File: src/rtl/mbox_pkg.sv
// Package: operation codes, register offsets and code helpers that are
// shared by the mailbox responder modules. Assumes at most two
// pulse-width channels, so the period and burst-count codes never overlap.
package mbox_pkg;
    localparam logic [7:0] OP_CLEAR   = 8'h00;
    localparam logic [7:0] OP_SET_OUT = 8'h01;
    localparam logic [7:0] OP_GET_OUT = 8'h02;
    localparam logic [7:0] OP_QUERY   = 8'h07;
    localparam logic [7:0] OP_PW_ENA  = 8'h1F;

    localparam int OUT_OFS = 12;   // first outgoing byte
    localparam int IN_OFS  = 28;   // first incoming byte

    // Code that stores the high period of a channel.
    function automatic logic [7:0] op_high(input int ch);
        return 8'(8'h10 + 2 * ch);
    endfunction

    // Code that stores the low period of a channel.
    function automatic logic [7:0] op_low(input int ch);
        return 8'(8'h11 + 2 * ch);
    endfunction

    // Code that stores the burst count of a channel.
    function automatic logic [7:0] op_burst(input int ch);
        return 8'(8'h14 + ch);
    endfunction
endpackage

File: src/rtl/mbox_hostregs.sv
// Outgoing mailbox bytes. Holds the argument, the code and the reserved
// byte written by the host. A write to the code byte raises cmd_go for
// exactly the following cycle. Assumes at most one bus strobe per cycle.
module mbox_hostregs
    import mbox_pkg::*;
#(
    parameter int ADDR_W = 6
) (
    input  logic              clk,
    input  logic              rst_n,
    input  logic              wr,
    input  logic [ADDR_W-1:0] addr,
    input  logic [7:0]        wdata,
    output logic [15:0]       arg,
    output logic [7:0]        code,
    output logic [7:0]        spare,
    output logic              go
);
    localparam logic [ADDR_W-1:0] A_LO    = ADDR_W'(OUT_OFS);
    localparam logic [ADDR_W-1:0] A_HI    = ADDR_W'(OUT_OFS + 1);
    localparam logic [ADDR_W-1:0] A_CODE  = ADDR_W'(OUT_OFS + 2);
    localparam logic [ADDR_W-1:0] A_SPARE = ADDR_W'(OUT_OFS + 3);

    // Capture host writes and flag a new command for the following cycle.
    always_ff @(posedge clk) begin
        if (!rst_n) begin
            arg   <= '0;
            code  <= '0;
            spare <= '0;
            go    <= 1'b0;
        end else begin
            go <= wr && (addr == A_CODE);
            if (wr) begin
                if (addr == A_LO)    arg[7:0]  <= wdata;
                if (addr == A_HI)    arg[15:8] <= wdata;
                if (addr == A_CODE)  code      <= wdata;
                if (addr == A_SPARE) spare     <= wdata;
            end
        end
    end
endmodule

File: src/rtl/mbox_dispatch.sv
// Command dispatcher. On cmd_go it decodes the code, updates the relay
// latch and the per-channel configuration, and posts the reply and echo.
// Assumes NPWM is 1 or 2. Unknown codes, or a nonzero reserved byte,
// leave all state unchanged.
module mbox_dispatch
    import mbox_pkg::*;
#(
    parameter int NPWM = 2
) (
    input  logic        clk,
    input  logic        rst_n,
    input  logic        go,
    input  logic [7:0]  code,
    input  logic [15:0] arg,
    input  logic [7:0]  spare,
    output logic        known,
    output logic [7:0]  relay,
    output logic [7:0]  echo,
    output logic [15:0] reply
);
    logic [NPWM-1:0][15:0] high_v, low_v, burst_v;
    logic [NPWM-1:0]       hit_high, hit_low, hit_burst;
    logic [NPWM-1:0]       ena_q;
    logic [15:0]           next_reply;
    logic [15:0]           look_val;
    logic                  accept;

    assign accept = go && known;

    // Per-channel storage for the two periods and the burst count.
    for (genvar ch = 0; ch < NPWM; ch++) begin : g_chan
        logic [15:0] high_r, low_r, burst_r;
        assign hit_high[ch]  = (code == op_high(ch));
        assign hit_low[ch]   = (code == op_low(ch));
        assign hit_burst[ch] = (code == op_burst(ch));
        assign high_v[ch]    = high_r;
        assign low_v[ch]     = low_r;
        assign burst_v[ch]   = burst_r;

        // Store the argument when this channel's code is accepted.
        always_ff @(posedge clk) begin
            if (!rst_n) begin
                high_r  <= '0;
                low_r   <= '0;
                burst_r <= '0;
            end else if (accept) begin
                if (hit_high[ch])  high_r  <= arg;
                if (hit_low[ch])   low_r   <= arg;
                if (hit_burst[ch]) burst_r <= arg;
            end
        end
    end

    // Look up the value last stored by the code named in the argument.
    always_comb begin
        look_val = '0;
        if (arg[7:0] == OP_SET_OUT || arg[7:0] == OP_GET_OUT)
            look_val = {8'h00, relay};
        if (arg[7:0] == OP_PW_ENA)
            look_val = 16'(ena_q);
        for (int ch = 0; ch < NPWM; ch++) begin
            if (arg[7:0] == op_high(ch))  look_val = high_v[ch];
            if (arg[7:0] == op_low(ch))   look_val = low_v[ch];
            if (arg[7:0] == op_burst(ch)) look_val = burst_v[ch];
        end
    end

    // Decide whether the code is valid and what the reply is.
    always_comb begin
        known      = 1'b1;
        next_reply = '0;
        case (code)
            OP_CLEAR:   next_reply = '0;
            OP_SET_OUT: next_reply = {8'h00, arg[7:0]};
            OP_GET_OUT: next_reply = {8'h00, relay};
            OP_QUERY:   next_reply = look_val;
            OP_PW_ENA:  next_reply = 16'(arg[NPWM-1:0]);
            default: begin
                known = |{hit_high, hit_low, hit_burst};
                next_reply = arg;
            end
        endcase
        if (spare != 8'h00) known = 1'b0;
    end

    // Commit the accepted command: latches, reply and echo.
    always_ff @(posedge clk) begin
        if (!rst_n) begin
            relay <= '0;
            ena_q <= '0;
            echo  <= '0;
            reply <= '0;
        end else if (accept) begin
            echo  <= code;
            reply <= next_reply;
            if (code == OP_SET_OUT) relay <= arg[7:0];
            if (code == OP_PW_ENA)  ena_q <= arg[NPWM-1:0];
        end
    end
endmodule

File: src/rtl/mbox_insample.sv
// Input sampler. Synchronizes the asynchronous isolated inputs through
// two flops and loads them into the status byte once every DIV cycles.
// Assumes DIV >= 2.
module mbox_insample #(
    parameter int DIV = 12500
) (
    input  logic       clk,
    input  logic       rst_n,
    input  logic [7:0] pins,
    output logic [7:0] sampled,
    output logic       tick
);
    localparam int CW = $clog2(DIV);
    localparam logic [CW-1:0] LAST = CW'(DIV - 1);

    logic [7:0]    sync1, sync2;
    logic [CW-1:0] cnt;

    assign tick = (cnt == LAST);

    // Synchronize the pins, count the interval and refresh on its wrap.
    always_ff @(posedge clk) begin
        if (!rst_n) begin
            sync1   <= '0;
            sync2   <= '0;
            cnt     <= '0;
            sampled <= '0;
        end else begin
            sync1 <= pins;
            sync2 <= sync1;
            if (tick) begin
                cnt     <= '0;
                sampled <= sync2;
            end else begin
                cnt <= cnt + 1'b1;
            end
        end
    end
endmodule

File: src/rtl/mbox_responder.sv
// Top of the command mailbox responder. Joins the outgoing registers, the
// dispatcher and the input sampler, and returns the addressed byte on a
// registered read port. Assumes single-cycle strobes, one per cycle.
module mbox_responder
    import mbox_pkg::*;
#(
    parameter int ADDR_W     = 6,
    parameter int NPWM       = 2,
    parameter int SAMPLE_DIV = 12500
) (
    input  logic              clk,
    input  logic              rst_n,
    input  logic              bus_wr,
    input  logic              bus_rd,
    input  logic [ADDR_W-1:0] bus_addr,
    input  logic [7:0]        bus_wdata,
    output logic [7:0]        bus_rdata,
    input  logic [7:0]        iso_in,
    output logic [7:0]        relay_out
);
    localparam logic [ADDR_W-1:0] A_OUT0 = ADDR_W'(OUT_OFS);
    localparam logic [ADDR_W-1:0] A_OUT1 = ADDR_W'(OUT_OFS + 1);
    localparam logic [ADDR_W-1:0] A_OUT2 = ADDR_W'(OUT_OFS + 2);
    localparam logic [ADDR_W-1:0] A_OUT3 = ADDR_W'(OUT_OFS + 3);
    localparam logic [ADDR_W-1:0] A_IN0  = ADDR_W'(IN_OFS);
    localparam logic [ADDR_W-1:0] A_IN1  = ADDR_W'(IN_OFS + 1);
    localparam logic [ADDR_W-1:0] A_IN2  = ADDR_W'(IN_OFS + 2);
    localparam logic [ADDR_W-1:0] A_IN3  = ADDR_W'(IN_OFS + 3);

    logic [15:0] cmd_arg;
    logic [7:0]  cmd_code, cmd_spare;
    logic        cmd_go, cmd_known;
    logic [7:0]  mb_echo, mb_inputs;
    logic [15:0] mb_reply;
    logic        smp_tick;
    logic [7:0]  rd_mux;

    mbox_hostregs #(.ADDR_W(ADDR_W)) u_host (
        .clk(clk), .rst_n(rst_n), .wr(bus_wr), .addr(bus_addr),
        .wdata(bus_wdata), .arg(cmd_arg), .code(cmd_code),
        .spare(cmd_spare), .go(cmd_go)
    );

    mbox_dispatch #(.NPWM(NPWM)) u_disp (
        .clk(clk), .rst_n(rst_n), .go(cmd_go), .code(cmd_code),
        .arg(cmd_arg), .spare(cmd_spare), .known(cmd_known),
        .relay(relay_out), .echo(mb_echo), .reply(mb_reply)
    );

    mbox_insample #(.DIV(SAMPLE_DIV)) u_smp (
        .clk(clk), .rst_n(rst_n), .pins(iso_in),
        .sampled(mb_inputs), .tick(smp_tick)
    );

    // Select the byte at the addressed offset.
    always_comb begin
        case (bus_addr)
            A_OUT0:  rd_mux = cmd_arg[7:0];
            A_OUT1:  rd_mux = cmd_arg[15:8];
            A_OUT2:  rd_mux = cmd_code;
            A_OUT3:  rd_mux = cmd_spare;
            A_IN0:   rd_mux = mb_reply[7:0];
            A_IN1:   rd_mux = mb_reply[15:8];
            A_IN2:   rd_mux = mb_echo;
            A_IN3:   rd_mux = mb_inputs;
            default: rd_mux = 8'h00;
        endcase
    end

    // Register read data on each read strobe.
    always_ff @(posedge clk) begin
        if (!rst_n)      bus_rdata <= '0;
        else if (bus_rd) bus_rdata <= rd_mux;
    end
endmodule

File: config.mk
export PLATFORM = sky130hd
export DESIGN_NAME = mbox_responder
export DESIGN_NICKNAME = d
export VERILOG_FILES = /design/src/rtl/mbox_pkg.sv /design/src/rtl/mbox_hostregs.sv /design/src/rtl/mbox_dispatch.sv /design/src/rtl/mbox_insample.sv /design/src/rtl/mbox_responder.sv
export SDC_FILE = /design/constraint.sdc
export NUM_CORES = 1
export LEC_CHECK = 0
export CORE_MARGIN = 2
export CORE_UTILIZATION = 55
export DETAILED_ROUTE_END_ITERATION = 7
export PLACE_DENSITY = 0.73
export SETUP_SLACK_MARGIN = 0.15
export SLEW_MARGIN = 15
export SYNTH_ARGS = -nofsm -noshare
export SYNTH_HDL_FRONTEND = slang
export SYNTH_SLANG_ARGS = --single-unit
File: constraint.sdc
create_clock -name clk -period 2.86 [get_ports clk]
set_input_delay 0.572 -clock clk [delete_from_list [all_inputs] [get_ports clk]]
set_output_delay 0.572 -clock clk [all_outputs]
set_load 0.02 [all_outputs]
Word-level counts from Yosys, hierarchy flattened
Index checks and enable logic that the tools add are counted.
{"block": "classes", "addsub": 1, "n_eq_ne": 28, "mux": 12, "n_bitwise": 1, "reduce_logical": 20}
{"operator": "8-bit by 5-bit == test with 1-bit output, second input constant", "n": 14}
{"operator": "16-bit 2-to-1 mux", "n": 6}
{"operator": "16-bit case mux with 5 select lines", "n": 1}
{"operator": "8-bit case mux with 8 select lines", "n": 1}
{"operator": "6-bit by 4-bit == test with 1-bit output, second input constant", "n": 4}
{"operator": "6-bit by 5-bit == test with 1-bit output, second input constant", "n": 4}
{"operator": "2-bit AND reduction", "n": 12}
{"operator": "8-bit by 1-bit == test with 1-bit output, second input constant", "n": 2}
{"operator": "8-bit by 2-bit == test with 1-bit output, second input constant", "n": 2}
{"operator": "8-bit 2-to-1 mux", "n": 2}
{"operator": "14-bit by 1-bit adder with 14-bit output, second input constant", "n": 1}
{"operator": "14-bit == test, second input constant", "n": 1}
{"operator": "8-bit by 3-bit == test with 1-bit output, second input constant", "n": 1}
{"operator": "8-bit zero test", "n": 1}
{"operator": "8-bit nonzero test", "n": 1}
{"operator": "6-bit OR reduction", "n": 1}
{"operator": "5-bit OR reduction", "n": 1}
{"operator": "1-bit logical AND", "n": 2}
{"operator": "1-bit 2-to-1 mux", "n": 2}
{"operator": "2-bit OR reduction", "n": 1}
{"operator": "1-bit logical OR", "n": 1}
{"operator": "1-bit inverter", "n": 1}
{"block": "totals", "elab_cells": 82, "out_inout_bits": 16, "inputBits": 26, "register_bits": 209}

Longest topological paths before layout
{"block": "logic_depth", "word_depth": 11, "mapped_depth": 9}

Hierarchy
Synthesis repeated with hierarchy kept, for this count alone.
{"block": "hier_totals", "cells_unflattened": 1120, "area_unflattened_um2": 9869.5}
{"module": "mbox_dispatch", "n_inst": 1, "seq_area_each_um2": 2602.5, "area_each_um2": 6301.0, "cells_each": 759}
{"module": "mbox_insample", "n_inst": 1, "seq_area_each_um2": 760.7, "area_each_um2": 1356.3, "cells_each": 139}
{"module": "mbox_hostregs", "n_inst": 1, "seq_area_each_um2": 660.6, "area_each_um2": 1266.2, "cells_each": 124}
{"module": "mbox_responder", "n_inst": 1, "seq_area_each_um2": 160.2, "area_each_um2": 945.9, "cells_each": 98}

Worst setup path after synthesis
No wires, ideal clock.
{"block": "synth_timing", "path_type": "in2reg", "start": "in bus_addr[5]", "end": "reg u_host.spare[0]", "arrival_ps": 1938, "path_stages": 7, "setup_ps": 132, "required_ps": 2728, "slack_ps": 790, "path_cell_list": "nor4bb_1 and3_1 clkbuf_1 clkbuf_1 nand2_1 nand2_1 a21oi_1"}
{"block": "synth_between", "elab_chain_cells": 2}
{"element": "from (decl)", "line_no": "mbox_responder.sv:15", "text": "input logic [ADDR_W-1:0] bus_addr,"}
{"element": "6-bit by 4-bit == test with 1-bit output", "line_no": "mbox_hostregs.sv:37", "text": "if (addr == A_SPARE) spare <= wdata;"}
{"element": "2-bit AND reduction (no source line)"}
{"element": "to (signal assigned)", "line_no": "mbox_hostregs.sv:37"}
{"element": "to (decl)", "line_no": "mbox_hostregs.sv:16", "text": "output logic [7:0] spare,"}
No other way between the ends.
A chain may end at the register's enable or synchronous reset.

Final worst setup path
{"block": "layout_timing", "start": "reg u_host.arg[3]", "end": "reg u_disp.reply[2]"}
{"block": "layout_between", "elab_chain_cells": 11, "elab_cells_between_ends": 19}
{"element": "from (decl)", "line_no": "mbox_hostregs.sv:14", "text": "output logic [15:0] arg,"}
{"element": "from (signal assigned)", "line_no": "mbox_hostregs.sv:34", "text": "if (addr == A_LO) arg[7:0] <= wdata;"}
{"element": "8-bit by 1-bit == test with 1-bit output or 8-bit by 2-bit == test with 1-bit output (tied branches)", "line_no": "mbox_dispatch.sv:57", "text": "if (arg[7:0] == OP_SET_OUT || arg[7:0] == OP_GET_OUT)"}
{"element": "1-bit logical OR", "line_no": "mbox_dispatch.sv:57"}
{"element": "8-bit 2-to-1 mux", "line_no": "mbox_dispatch.sv:57"}
{"element": "8-bit 2-to-1 mux", "line_no": "mbox_dispatch.sv:59", "text": "if (arg[7:0] == OP_PW_ENA)"}
{"element": "16-bit 2-to-1 mux", "line_no": "mbox_dispatch.sv:62", "text": "if (arg[7:0] == op_high(ch)) look_val = high_v[ch];"}
{"element": "16-bit 2-to-1 mux", "line_no": "mbox_dispatch.sv:63", "text": "if (arg[7:0] == op_low(ch)) look_val = low_v[ch];"}
{"element": "16-bit 2-to-1 mux", "line_no": "mbox_dispatch.sv:64", "text": "if (arg[7:0] == op_burst(ch)) look_val = burst_v[ch];"}
{"element": "16-bit 2-to-1 mux", "line_no": "mbox_dispatch.sv:62"}
{"element": "16-bit 2-to-1 mux", "line_no": "mbox_dispatch.sv:63"}
{"element": "16-bit 2-to-1 mux (*)", "line_no": "mbox_dispatch.sv:64"}
{"element": "16-bit case mux with 5 select lines (*)", "line_no": "mbox_dispatch.sv:72", "text": "case (code)"}
{"element": "to (signal assigned)", "line_no": "mbox_dispatch.sv:95", "text": "reply <= next_reply;"}
{"element": "to (decl)", "line_no": "mbox_dispatch.sv:19", "text": "output logic [15:0] reply"}
Mark *: on every way between the ends. The rest lies on a longest branch, timed or not.

==> run summary <==
endpoints failing setup: 0
CTS tree: built
I/O pin count: 42
maximum vdd ir drop: 0.542 mV
Synth Cell Area: 9980 µm²
crit-path cells: nor2b_1, nand3_1, o211a_1, a2111oi_0, a21oi_1
Die ar.: 19200 µm²
Rel. slew slack: 0.437
Root Buffer: clkbuf_16
Async S/R FF share, synth: 0
crit start category: register
Pre-antenna DRT Iters: 5
RSZ-0062 raised after global routing: no
IO Port Bufs: 41
most frequent cells in the layout: dfxtp_1, nand2_1, nor2_1
number of global-route vias before repair: 8409
Yosys top cell area share: 0.419
die width: 139 µm
CP max FO: 14
Worst setup EP type: register
largest area contributor in the netlist: dfxtp_1
Power Total: 6.30 mW
Crit path largest cell delay: 480 ps
effective utilization at floorplan: 0.558
vias per cell: 6.23
Area after DPL: 10700 µm²
Tcrit/Tclk final: 0.892
CTS-repair resized insts: 0
pin count of the biggest net entering global routing: 102
Total GRT Usage: 0.303
CP arrival: 2920 ps
GRT overflow: 0
Routed WL: 29800 µm
worst-margin pin slew: 836 ps
initial antenna violation count: 0
post-DR wirelength/cell: 20.8 µm
layout cells sized above 1: 0.132
Setup Buffers After CTS: 0
Max-cap violations: 0
Placer Congestion: 0.903
Mapped Cells: 1162
setup tns final: 0 ps
PwrDens: 548 nW/µm²
worst skew pair latency: 530 ps
clk buf depth: 3
ys flop type: dfxtp_1
Worst Path Buf+Inv: 0
post-layout worst setup margin: 310 ps
first-pass GRT wire length: 46900 µm
Yosys reg bits: 209
DRC errors left: 0
DP Wirelength: 20200 µm
Post-DRT Antenna Nets: 0
Setup CP Type: reg -> reg
sequential share of the synthesized area: 0.419
initial detailed-routing violation count: 837
n_diodes: 0
num rows: 49
Max Freq: 392 MHz
clk_skew: 29.1 ps
P_leak: 4.35 nW
total CTS buffers: 23
commonest non-fill, non-tap cell in the layout: dfxtp_1
dpl ws: 150 ps
Yosys cell types: 78
Mapped Nets: 1189
via count: 8943
area grow syn2layout: 15.3%
mean cell area of the mapped netlist: 8.59 µm²
Max Slew Vio Count: 0
delay-heaviest family, CP: compound AO/OA/AOI/OAI gates
yosys warns: 0
Clock Sinks: 209
status: complete, no violations
Hold-fix buffers, CTS: 0
clk slew on worst S/H paths: 70 ps
final-stage net count: 1217
CP required: 3230 ps
H-tree depth: 1
critical path's slowest cell: nand3_1
Core ar.: 17900 µm²
design area: 11500 µm²
HP Class: reg -> reg
die height: 139 µm
Hold Fails Final Rpt: 0
crit path time final: 2550 ps
Post-synth EDFFs: 0
top cells by area, synth: dfxtp_1, mux2i_1, nand2_1, nor2_1, a21oi_1
final cells by class:
cell class	count	area, µm²
multi-input combinational	838	5240
timing repair buffer	106	936
tap	229	287
clock inverter	12	166
fill	1497	6390
inverter	12	47.5
sequential	209	4180
clock buffer	30	652
power breakdown:
| part | total, mW | switching (mW) | internal (mW) |
|---|---|---|---|
| logic | 0.176 | 0.110 | 0.0664 |
| registers | 2.94 | 0.0114 | 2.93 |
| clock network | 3.19 | 1.22 | 1.97 |
per-stage QoR:
step | hold slack, ps | utilization | std cells
2_1_floorplan | 412 | - | 1162
3_3_place_gp | 415 | 0.597 | 1394
3_5_place_dp | 419 | 0.597 | 1394
4_1_cts | 433 | 0.643 | 1436
5_1_grt | 447 | 0.643 | 1436
6_report | 431 | 0.643 | 1436
cells in the mapped netlist (14+ instances only):
cell type / n
buf_4: 15
buf_2: 18
o21ai_0: 19
and3_1: 33
nand2_1: 165
and2_1: 20
a2111oi_0: 14
nand3_1: 49
a21oi_1: 83
o22ai_1: 14
mux2i_1: 80
nor3_1: 14
a21o_1: 17
clkbuf_1: 56
a22oi_1: 17
nor2_1: 113
a21oi_2: 20
dfxtp_1: 209
registers in the layout (all words and copies together), names as in the netlist, 8 cells and up:
register and flops:
u_disp.echo 8, u_host.arg 16, u_disp.reply 16, u_disp.relay 8, u_host.code 8, u_smp.sampled 8
u_smp.sync1 8, u_disp.g_chan.burst_r 32, u_smp.sync2 8, u_host.spare 8, u_smp.cnt 14, u_disp.g_chan.high_r 32
bus_rdata 8, u_disp.g_chan.low_r 32
worst register-to-register path, delay by kind of cell, from the launching register on:
family / cells / cell delay, ps
AOI/OAI and AO/OA: 3 / 980
DFF: 1 / 470
and+or+nand+nor: 2 / 930
layer usage:
metal	track usage	share of wire	vias up
li1	-	-	4215
met1	0.426	0.43	4249
met2	0.474	0.45	406
met3	0.0515	0.083	73
met4	0.105	0.036	0
met5	0	0	-
kinds of logic (layout without fill, tap and decap cells):
kind of cell | Yosys count | count (layout) | synth area share
buffers and inverters | 115 | 160 | 0.0564
AND/OR/NAND/NOR | 467 | 467 | 0.226
multiplexers | 85 | 85 | 0.0859
AO/OA/AOI/OAI | 271 | 271 | 0.199
flip-flops | 209 | 209 | 0.419
adder cells (fa/ha/maj) | 1 | 1 | 0.00125
XOR/XNOR | 14 | 14 | 0.0123
final timing paths:
check                           slack (ps)           start  cells past startpoint               to
worst max-delay path                   310   u_host.arg[3]                      5  u_disp.reply[2]
worst min-delay path                   430  u_smp.sync1[6]                      1   u_smp.sync2[6]
worst max register to register         310   u_host.arg[3]                      5  u_disp.reply[2]
worst min register to register         430  u_smp.sync1[6]                      1   u_smp.sync2[6]
(Power assumes the default switching activity.)
